[config.mk]
export PLATFORM = sky130hd
export DESIGN_NAME = statusSnapshotPacker
export DESIGN_NICKNAME = d
export VERILOG_FILES = /design/src/rtl/statusPackPkg.sv /design/src/rtl/syncChain.sv /design/src/rtl/snapCtrl.sv /design/src/rtl/snapData.sv /design/src/rtl/statusSnapshotPacker.sv
export SDC_FILE = /design/constraint.sdc
export NUM_CORES = 1
export LEC_CHECK = 0
export BUFFER_PORTS_ARGS = -buffer_cell sky130_fd_sc_hd__buf_4
export CAP_MARGIN = 40
export CORE_MARGIN = 5
export CORE_UTILIZATION = 33
export CTS_CLUSTER_DIAMETER = 80
export CTS_CLUSTER_SIZE = 25
export DETAILED_ROUTE_END_ITERATION = 6
export PLACE_DENSITY = 0.57
export REMOVE_ABC_BUFFERS = 1
export SYNTH_ARGS = -nofsm -noshare
export SYNTH_HDL_FRONTEND = slang
export SYNTH_SLANG_ARGS = --single-unit
[constraint.sdc]
create_clock -name ifClk -period 2.3 [get_ports ifClk]
set_clock_uncertainty 0.2 [all_clocks]
set_input_delay 0.23 -clock ifClk [delete_from_list [all_inputs] [get_ports ifClk]]
set_output_delay 0.23 -clock ifClk [all_outputs]
set_load 0.02 [all_outputs]
[src/rtl/statusPackPkg.sv]
package statusPackPkg;
  localparam int WORD_W     = 32;
  localparam int NUM_WORDS  = 5;
  localparam int FIELD_W    = 16;
  localparam int STREAM_W   = 6;
  localparam int MODE_W     = 2;
  localparam int CPE_W      = 6;
  localparam int TAG_W      = 8;
  localparam int IDX_W      = $clog2(NUM_WORDS);
  localparam int SYNC_DEPTH = 2;
  localparam logic [TAG_W-1:0]    STATUS_TAG   = 8'hFF;
  localparam logic [STREAM_W-1:0] STREAM_RESET = 6'b000001;

  // strobes from control to datapath
  typedef struct packed {
    logic             capture;
    logic [IDX_W-1:0] idx;
  } snapCtrlT;
endpackage

[src/rtl/syncChain.sv]
module syncChain #(
  parameter int WIDTH = 1,
  parameter int STAGES = 2,
  parameter logic [WIDTH-1:0] RESET_VAL = '0
) (
  input  logic             clk,
  input  logic             rstN,
  input  logic [WIDTH-1:0] din,
  output logic [WIDTH-1:0] dout
);
  logic [WIDTH-1:0] stageQ [STAGES];

  for (genvar s = 0; s < STAGES; s++) begin : gStage
    if (s == 0) begin : gFirst
      always_ff @(posedge clk or negedge rstN)
        if (!rstN) stageQ[s] <= RESET_VAL;
        else       stageQ[s] <= din;
    end else begin : gNext
      always_ff @(posedge clk or negedge rstN)
        if (!rstN) stageQ[s] <= RESET_VAL;
        else       stageQ[s] <= stageQ[s-1];
    end
  end

  assign dout = stageQ[STAGES-1];
endmodule

[src/rtl/snapCtrl.sv]
module snapCtrl
  import statusPackPkg::*;
(
  input  logic     clk,
  input  logic     rstN,
  input  logic     reqSync,
  input  logic     wordReady,
  output logic     wordValid,
  output snapCtrlT ctrl
);
  localparam logic [IDX_W-1:0] LAST_IDX = IDX_W'(NUM_WORDS - 1);

  logic reqPrev;
  logic busy;
  logic [IDX_W-1:0] idx;
  logic reqRise;
  logic advance;

  assign reqRise = reqSync & ~reqPrev;
  assign advance = busy & wordReady;

  always_ff @(posedge clk or negedge rstN) begin
    if (!rstN) begin
      reqPrev <= 1'b0;
      busy    <= 1'b0;
      idx     <= '0;
    end else begin
      reqPrev <= reqSync;
      if (reqRise && !busy) begin
        busy <= 1'b1;
        idx  <= '0;
      end else if (advance) begin
        if (idx == LAST_IDX) begin
          busy <= 1'b0;
          idx  <= '0;
        end else begin
          idx <= idx + 1'b1;
        end
      end
    end
  end

  assign wordValid    = busy;
  assign ctrl.capture = reqRise & ~busy;
  assign ctrl.idx     = idx;
endmodule

[src/rtl/snapData.sv]
module snapData
  import statusPackPkg::*;
(
  input  logic                clk,
  input  logic                rstN,
  input  snapCtrlT            ctrl,
  input  logic [MODE_W-1:0]   cfgMode,
  input  logic [STREAM_W-1:0] streamSync,
  input  logic [FIELD_W-1:0]  cfgThreshold,
  input  logic [FIELD_W-1:0]  cfgLongChirp,
  input  logic [FIELD_W-1:0]  cfgLongListen,
  input  logic [FIELD_W-1:0]  cfgGuard,
  input  logic [FIELD_W-1:0]  cfgShortChirp,
  input  logic [FIELD_W-1:0]  cfgShortListen,
  input  logic [CPE_W-1:0]    cfgChirpsPerElev,
  input  logic [FIELD_W-1:0]  cfgIdleGap,
  output logic [WORD_W-1:0]   wordData
);
  localparam int PAD3_W = WORD_W - FIELD_W - CPE_W;
  localparam int PAD4_W = WORD_W - FIELD_W;

  logic [NUM_WORDS-1:0][WORD_W-1:0] snapQ;
  logic [NUM_WORDS-1:0][WORD_W-1:0] snapD;

  always_comb begin
    snapD[0] = {STATUS_TAG, cfgMode, streamSync, cfgThreshold};
    snapD[1] = {cfgLongChirp, cfgLongListen};
    snapD[2] = {cfgGuard, cfgShortChirp};
    snapD[3] = {cfgShortListen, {PAD3_W{1'b0}}, cfgChirpsPerElev};
    snapD[4] = {{PAD4_W{1'b0}}, cfgIdleGap};
  end

  for (genvar w = 0; w < NUM_WORDS; w++) begin : gWord
    always_ff @(posedge clk or negedge rstN)
      if (!rstN)             snapQ[w] <= '0;
      else if (ctrl.capture) snapQ[w] <= snapD[w];
  end

  always_comb begin
    wordData = '0;
    for (int w = 0; w < NUM_WORDS; w++)
      if (ctrl.idx == IDX_W'(w)) wordData = snapQ[w];
  end
endmodule

[src/rtl/statusSnapshotPacker.sv]
module statusSnapshotPacker
  import statusPackPkg::*;
(
  input  logic                ifClk,
  input  logic                ifRstN,
  input  logic                statusReq,
  input  logic [MODE_W-1:0]   cfgMode,
  input  logic [STREAM_W-1:0] cfgStream,
  input  logic [FIELD_W-1:0]  cfgThreshold,
  input  logic [FIELD_W-1:0]  cfgLongChirp,
  input  logic [FIELD_W-1:0]  cfgLongListen,
  input  logic [FIELD_W-1:0]  cfgGuard,
  input  logic [FIELD_W-1:0]  cfgShortChirp,
  input  logic [FIELD_W-1:0]  cfgShortListen,
  input  logic [CPE_W-1:0]    cfgChirpsPerElev,
  input  logic [FIELD_W-1:0]  cfgIdleGap,
  input  logic                wordReady,
  output logic                wordValid,
  output logic [WORD_W-1:0]   wordData
);
  logic                reqSync;
  logic [STREAM_W-1:0] streamSync;
  snapCtrlT            ctrl;

  syncChain #(.WIDTH(1), .STAGES(SYNC_DEPTH), .RESET_VAL(1'b0)) i_reqSync (
    .clk(ifClk), .rstN(ifRstN), .din(statusReq), .dout(reqSync)
  );

  syncChain #(.WIDTH(STREAM_W), .STAGES(SYNC_DEPTH), .RESET_VAL(STREAM_RESET)) i_streamSync (
    .clk(ifClk), .rstN(ifRstN), .din(cfgStream), .dout(streamSync)
  );

  snapCtrl i_ctrl (
    .clk(ifClk), .rstN(ifRstN), .reqSync(reqSync), .wordReady(wordReady),
    .wordValid(wordValid), .ctrl(ctrl)
  );

  snapData i_data (
    .clk(ifClk), .rstN(ifRstN), .ctrl(ctrl),
    .cfgMode(cfgMode), .streamSync(streamSync), .cfgThreshold(cfgThreshold),
    .cfgLongChirp(cfgLongChirp), .cfgLongListen(cfgLongListen),
    .cfgGuard(cfgGuard), .cfgShortChirp(cfgShortChirp),
    .cfgShortListen(cfgShortListen), .cfgChirpsPerElev(cfgChirpsPerElev),
    .cfgIdleGap(cfgIdleGap), .wordData(wordData)
  );
endmodule

==> results of run 1 <==
cell usage in the layout (no fill, tap or decap), types with 15 or more instances in the layout:
cell	netlist	routed
nand2_1	32	28
mux2_2	41	41
clkbuf_16	0	17
o21ai_1	1	18
buf_6	8	18
dlygate4sd3_1	0	129
o21ai_2	0	15
buf_4	2	173
dfrtp_1	144	143
mux2_1	85	85
repair_timing:
action / in CTS / in global routing
resized for setup: 86 / 48
hold buffers: 129 / 0
setup endpoints to repair: 32 / 32
pin swaps: 18 / 21
cloned: 1 / 0
setup buffers: 8 / 2
hold endpoints to repair: 275 / 0
state kept, by name, indices dropped and copies added, names as in the netlist:
signal	flops
i_ctrl.reqPrev	1
i_data.snapQ	127
i_reqSync.stageQ	1
i_streamSync.dout	6
i_reqSync.dout	1
i_streamSync.stageQ	6
i_ctrl.idx	3
i_ctrl.wordValid	1
routing by layer:
layer	part of all wire [%]	vias to the layer above	GRT usage (%)	routed length (um)
li1	-	2404	-	-
met1	43	2572	22.5	8160
met2	50	154	29.2	9520
met3	4.9	18	4.04	933
met4	1.3	0	4.94	248
met5	0	-	0	0
critical path, stage by stage, from the launching register on:
cell and delay [ns]:
dfrtp_1 0.40, ha_2 0.22, ha_4 0.19, buf_12 0.14
nor2b_4 0.15, buf_8 0.15, nand2_2 0.06, a32oi_2 0.16
buf_4 0.17
kinds of logic after synthesis:
group,count (synthesis),synth area share (%)
AOI/OAI and AO/OA,98,10.7
adders and majority gates,5,0.981
buffers and inverters,42,3.73
DFF,146,57.3
muxes,126,22.2
and+or+nand+nor,65,5.04
power by group through the flow:
stage	sequential, mW	clock (mW)	combinational [mW]
global route	4.63	3.07	7.04
floorplan	4.19	0	3.13
global placement	4.35	0	5.22
finish	4.49	2.90	6.55
detailed placement	4.41	0	5.31
CTS	4.44	2.96	6.13
final cells by class:
cell class                      count  area (um^2)  area share (%)
Multi-Input combinational cell    294         2890            27.5
Inverter                            5         18.8           0.179
Sequential cell                   146         3660            34.8
Timing Repair Buffer              330         3000            28.5
Clock buffer                       19          443            4.22
Clock inverter                     13          174            1.66
Tap cell                          260          325            3.10
worst max-delay path by stage:
stage	to	slack, ns	cells after the start
floorplan	i_data.snapQ[127]$_DFFE_PN0P_	-4.32	2
global placement	wordData[1]	-0.02	7
detailed placement	wordData[1]	-0.03	7
CTS	wordData[23]	-0.22	8
global route	wordData[23]	-0.30	8
finish	wordData[18]	-0.19	8
per-stage QoR:
step	setup TNS (ns)	hold slack [ns]	cell area (um^2)	instances
global route	-7.62	0.128	10500	1067
global placement	-0.0308	-0.0166	8010	896
detailed placement	-0.0315	-0.0121	8010	896
floorplan	-559.42	-0.266	6160	445
finish	-3.76	0.102	10500	1067
CTS	-5.26	0.115	10300	1065
==> summary.txt, run 1 <==
Vias in the first global route: 5707
Synth unique cells: 30
Max-slew violations: 0
Remaining global-route overflow: 0
Clock power share: 20.8%
DR pass1 iterations: 4
RSZ-0062 raised after global routing: yes
Routed vias: 5148
CTS tree: done
Mapped Cells: 482
Die Y: 149 um
Switching power share of the total: 36.6%
Dominant cell type by area after synthesis: dfrtp_1
CORE AREA: 0.0189 mm^2
CTS buffer count: 17
Worst r2r src: i_ctrl.wordValid$_DFFE_PN0P_
Crit path arrival time: 2.06 ns
Part of the power in registers: 32.2%
Reg2reg end: i_data.snapQ[137]$_DFFE_PN0P_
Tmin final: 2.49 ns
CTS root buf: clkbuf_16
First-pass GRT wire length: 30.5 mm
Synthesis-to-finish area growth: 64.7%
Dpl ws: -0.0277 ns
Row count: 50
Clk_lat worst skew: 0.41 ns
DRT iter0 DRCs: 166
Clock tree sinks: 146
Ports: 163
Register area share after synthesis: 57.3%
Post-DRT Antenna Nets: 0
R2R depth: 3
Worst IR Drop VDD: 0.670 mV
P_leak: 4.53 nW
Slew @ Worst Pin: 0.425 ns
Drt total wl: 18.9 mm
Reg clk slew, reported paths: 0.06 ns
Synth Cell Area: 0.00638 mm^2
Worst rel slew slack: 71.7%
Final worst path period share: 108%
EDFF count, synth: 0
PortBufs: 162
Die Wd: 149 um
# DRC: 0
Share of the synthesized area in the top cell type: 56.5%
Die area: 0.0222 mm^2
Min-delay worst type: in2async
Antenna diodes: 0
Final setup viols: 32
Placer Congestion: 0.832
Synth top cells by count: dfrtp_1 (144), mux2_1 (85), mux2_2 (41)
Max H-tree Level: 4
Failing checks: negative setup slack
Warnings from Yosys: 0
P_sw: 5.10 mW
Core Util, Final: 55.6%
# fillers: 1543
Max Freq: 0.402 GHz
Setup crit start kind: register
Layout Nets: 929
Req. time, crit path: 1.87 ns
Post-synth ARST share: 100%
CP Max Fanout: 8
Share of cells above drive strength 1: 42.3%
Post-synth top flop: dfrtp_1
Largest net degree at the start of global routing: 53
Final Hold Viols: 0
Combinational power share: 47.0%
Status: finished, violations left
Power density cells: 1330 mW/mm^2
FF+latch count, synth: 146
Worst setup EP type: output pin
Most frequent cell after synthesis: dfrtp_1
GR Util All Layers: 17.4%
WS Path Type: reg2out
P_int: 8.84 mW
Reg2reg setup slack: 0.39 ns
Max_cap viols: 0
Top cells by area, synth: dfrtp_1 (56%), mux2_1 (15%), mux2_2 (7.2%)
Maximum root-to-sink buffer count: 2
Power Total: 13.9 mW
Wire per inst: 17.7 um
Starting density of the core: 33.8%
Worst setup margin: -0.187 ns
Detailed placement HPWL: 12.4 mm
Post-DR vias/cell: 4.82
Avg Inst Size Synth: 13.2 um^2
Worst setup startpoint: i_ctrl.idx[0]$_DFFE_PN0P_
Initial antenna violation count: 0
(Power assumes the default switching activity.)
==> run 2, diff against run 1 <==
--- a/config.mk
+++ b/config.mk
@@ -7,12 +7,14 @@
 export LEC_CHECK = 0
 export BUFFER_PORTS_ARGS = -buffer_cell sky130_fd_sc_hd__buf_4
 export CAP_MARGIN = 40
+export CELL_PAD_IN_SITES_DETAIL_PLACEMENT = 1
+export CELL_PAD_IN_SITES_GLOBAL_PLACEMENT = 1
 export CORE_MARGIN = 5
 export CORE_UTILIZATION = 33
 export CTS_CLUSTER_DIAMETER = 80
 export CTS_CLUSTER_SIZE = 25
 export DETAILED_ROUTE_END_ITERATION = 6
-export PLACE_DENSITY = 0.57
+export PLACE_DENSITY = 0.68
 export REMOVE_ABC_BUFFERS = 1
 export SYNTH_ARGS = -nofsm -noshare
 export SYNTH_HDL_FRONTEND = slang
==> summary.txt, run 2 (synthesis gave the netlist of run 1 again) <==
Status: finished, violations left
Failing checks: negative setup slack
Die Wd: 149 um
Worst setup margin: -0.247 ns
Slew @ Worst Pin: 0.502 ns
Clock power share: 20.4%
Largest register FFs: 127
Routed vias: 5248
P_sw: 5.28 mW
Wire per inst: 20.7 um
Starting density of the core: 33.8%
Power Total: 14.1 mW
Power density cells: 1350 mW/mm^2
Setup crit start kind: register
Worst path bufs/invs: 2
Switching power share of the total: 37.3%
Worst setup startpoint: i_ctrl.idx[0]$_DFFE_PN0P_
Reg2reg end: i_data.snapQ[52]$_DFFE_PN0P_
Post-DR vias/cell: 4.93
CORE AREA: 0.0189 mm^2
Maximum root-to-sink buffer count: 2
CP top delay family: buffers and inverters
Synthesis-to-finish area growth: 63.9%
Die Y: 149 um
Post-DRT Antenna Nets: 0
Final setup viols: 32
Crit path cell chain: ha_2 > ha_4 > bufbuf_16 > nand2b_1 > o311ai_1 > a32oi_2 > buf_4
# fillers: 1887
Min-delay worst type: in2async
Dpl ws: -0.0331 ns
Antenna diodes: 0
Worst stage delay on the critical path: 0.43 ns
Combinational power share: 47.6%
Final Hold Viols: 0
Req. time, crit path: 1.87 ns
Tmin final: 2.55 ns
Worst rel slew slack: 66.5%
Largest net degree at the start of global routing: 70
Worst r2r src: i_ctrl.wordValid$_DFFE_PN0P_
Initial antenna violation count: 0
Row count: 50
First-pass GRT wire length: 35.0 mm
CTS buffer count: 17
Max H-tree Level: 4
Hold slack: 0.101 ns
GR Util All Layers: 20.3%
R2R depth: 3
Worst IR Drop VDD: 0.800 mV
CTS root buf: clkbuf_16
Part of the power in registers: 32.1%
# DRC: 0
P_leak: 4.52 nW
Max-slew violations: 0
DRT iter0 DRCs: 179
Clock tree sinks: 146
P_int: 8.87 mW
Number of cells on the critical path: 7
RSZ-0062 raised after global routing: yes
Most common cell after layout, fill and taps aside: buf_4
Crit-path slowest cell: dfrtp_1
Placer Congestion: 0.779
Post-route cell area: 0.0105 mm^2
Remaining global-route overflow: 0
Share of cells above drive strength 1: 41.1%
Max Freq: 0.393 GHz
DR pass1 iterations: 4
CP Max Fanout: 7
Reg2reg setup slack: 0.41 ns
CTS tree: done
Layout Nets: 927
Vias in the first global route: 6210
Crit path arrival time: 2.12 ns
Placed inst area: 0.00797 mm^2
Drt total wl: 22.0 mm
Ports: 163
Top reg by flops: i_data.snapQ
Max_cap viols: 0
Detailed placement HPWL: 13.3 mm
Leading cell types in the layout, fill and taps excluded: buf_4 (174), dfrtp_1 (144), dlygate4sd3_1 (129)
Clk_lat worst skew: 0.41 ns
Die area: 0.0222 mm^2
PortBufs: 162
Worst setup path end: wordData[17]
Final setup TNS: -5.32 ns
WS Path Type: reg2out
Worst setup EP type: output pin
Reg clk slew, reported paths: 0.06 ns
Final worst path period share: 111%
[run 2: cell count changes in the layout (fill, tap and decap cells not counted), sizes merged]
cell      previous run  this run
buf                200       198
clkbuf              19        20
clkinv               1         4
clkinvlp             5         3
inv                  9         7
[run 2: area by class of cell]
class,instances,area (um^2),area share [%]
Clock buffer,20,457,4.37
Clock inverter,12,154,1.47
Inverter,5,21.3,0.203
Multi-Input combinational cell,294,2850,27.3
Sequential cell,146,3660,35.0
Tap cell,260,325,3.11
Timing Repair Buffer,328,2990,28.6
[run 2: how the worst min path moves through the flow]
stage                                        to  depth (start not counted)  slack [ns]    from
5_1_grt        i_streamSync.stageQ[9]$_DFF_PN0_                          2        0.14  ifRstN
6_report       i_streamSync.stageQ[9]$_DFF_PN0_                          2        0.10  ifRstN
4_1_cts        i_streamSync.stageQ[9]$_DFF_PN0_                          2        0.09  ifRstN
3_5_place_dp   i_streamSync.stageQ[9]$_DFF_PN0_                          1       -0.03  ifRstN
3_3_place_gp   i_streamSync.stageQ[9]$_DFF_PN0_                          1       -0.04  ifRstN
2_1_floorplan         i_ctrl.idx[0]$_DFFE_PN0P_                          0       -0.27  ifRstN
[run 2: power by group through the flow]
| stage | registers, mW | logic (mW) | clock network, mW |
|---|---|---|---|
| after floorplan | 4.19 | 3.13 | 0 |
| after global placement | 4.33 | 5.17 | 0 |
| after detailed placement | 4.42 | 5.32 | 0 |
| after CTS | 4.46 | 6.40 | 2.93 |
| after global routing | 4.67 | 7.21 | 3.06 |
| final | 4.53 | 6.73 | 2.88 |
[run 2: through the flow]
stage               instances  utilization [%]
global route             1065             55.4
global placement          893             42.2
finish                   1065             55.4
detailed placement        893             42.2
CTS                      1063             54.6
floorplan                 445                -
[run 2: repair_timing]
item | CTS | global route
pin swaps | 18 | 16
hold endpoints to repair | 245 | 0
cloned | 3 | 0
buffers inserted | 6 | 2
endpoints found under the setup margin | 32 | 32
hold buffers | 129 | 0
resized for setup | 111 | 26
[run 2: layer usage]
layer | share of wire, % | wire length, um | GRT usage, % | vias to the layer above
li1 | - | - | - | 2402
met1 | 42 | 9260 | 24.4 | 2676
met2 | 52 | 11500 | 36.3 | 138
met3 | 3.3 | 729 | 3.19 | 32
met4 | 2.3 | 511 | 7.78 | 0
met5 | 0 | 0 | 0 | -
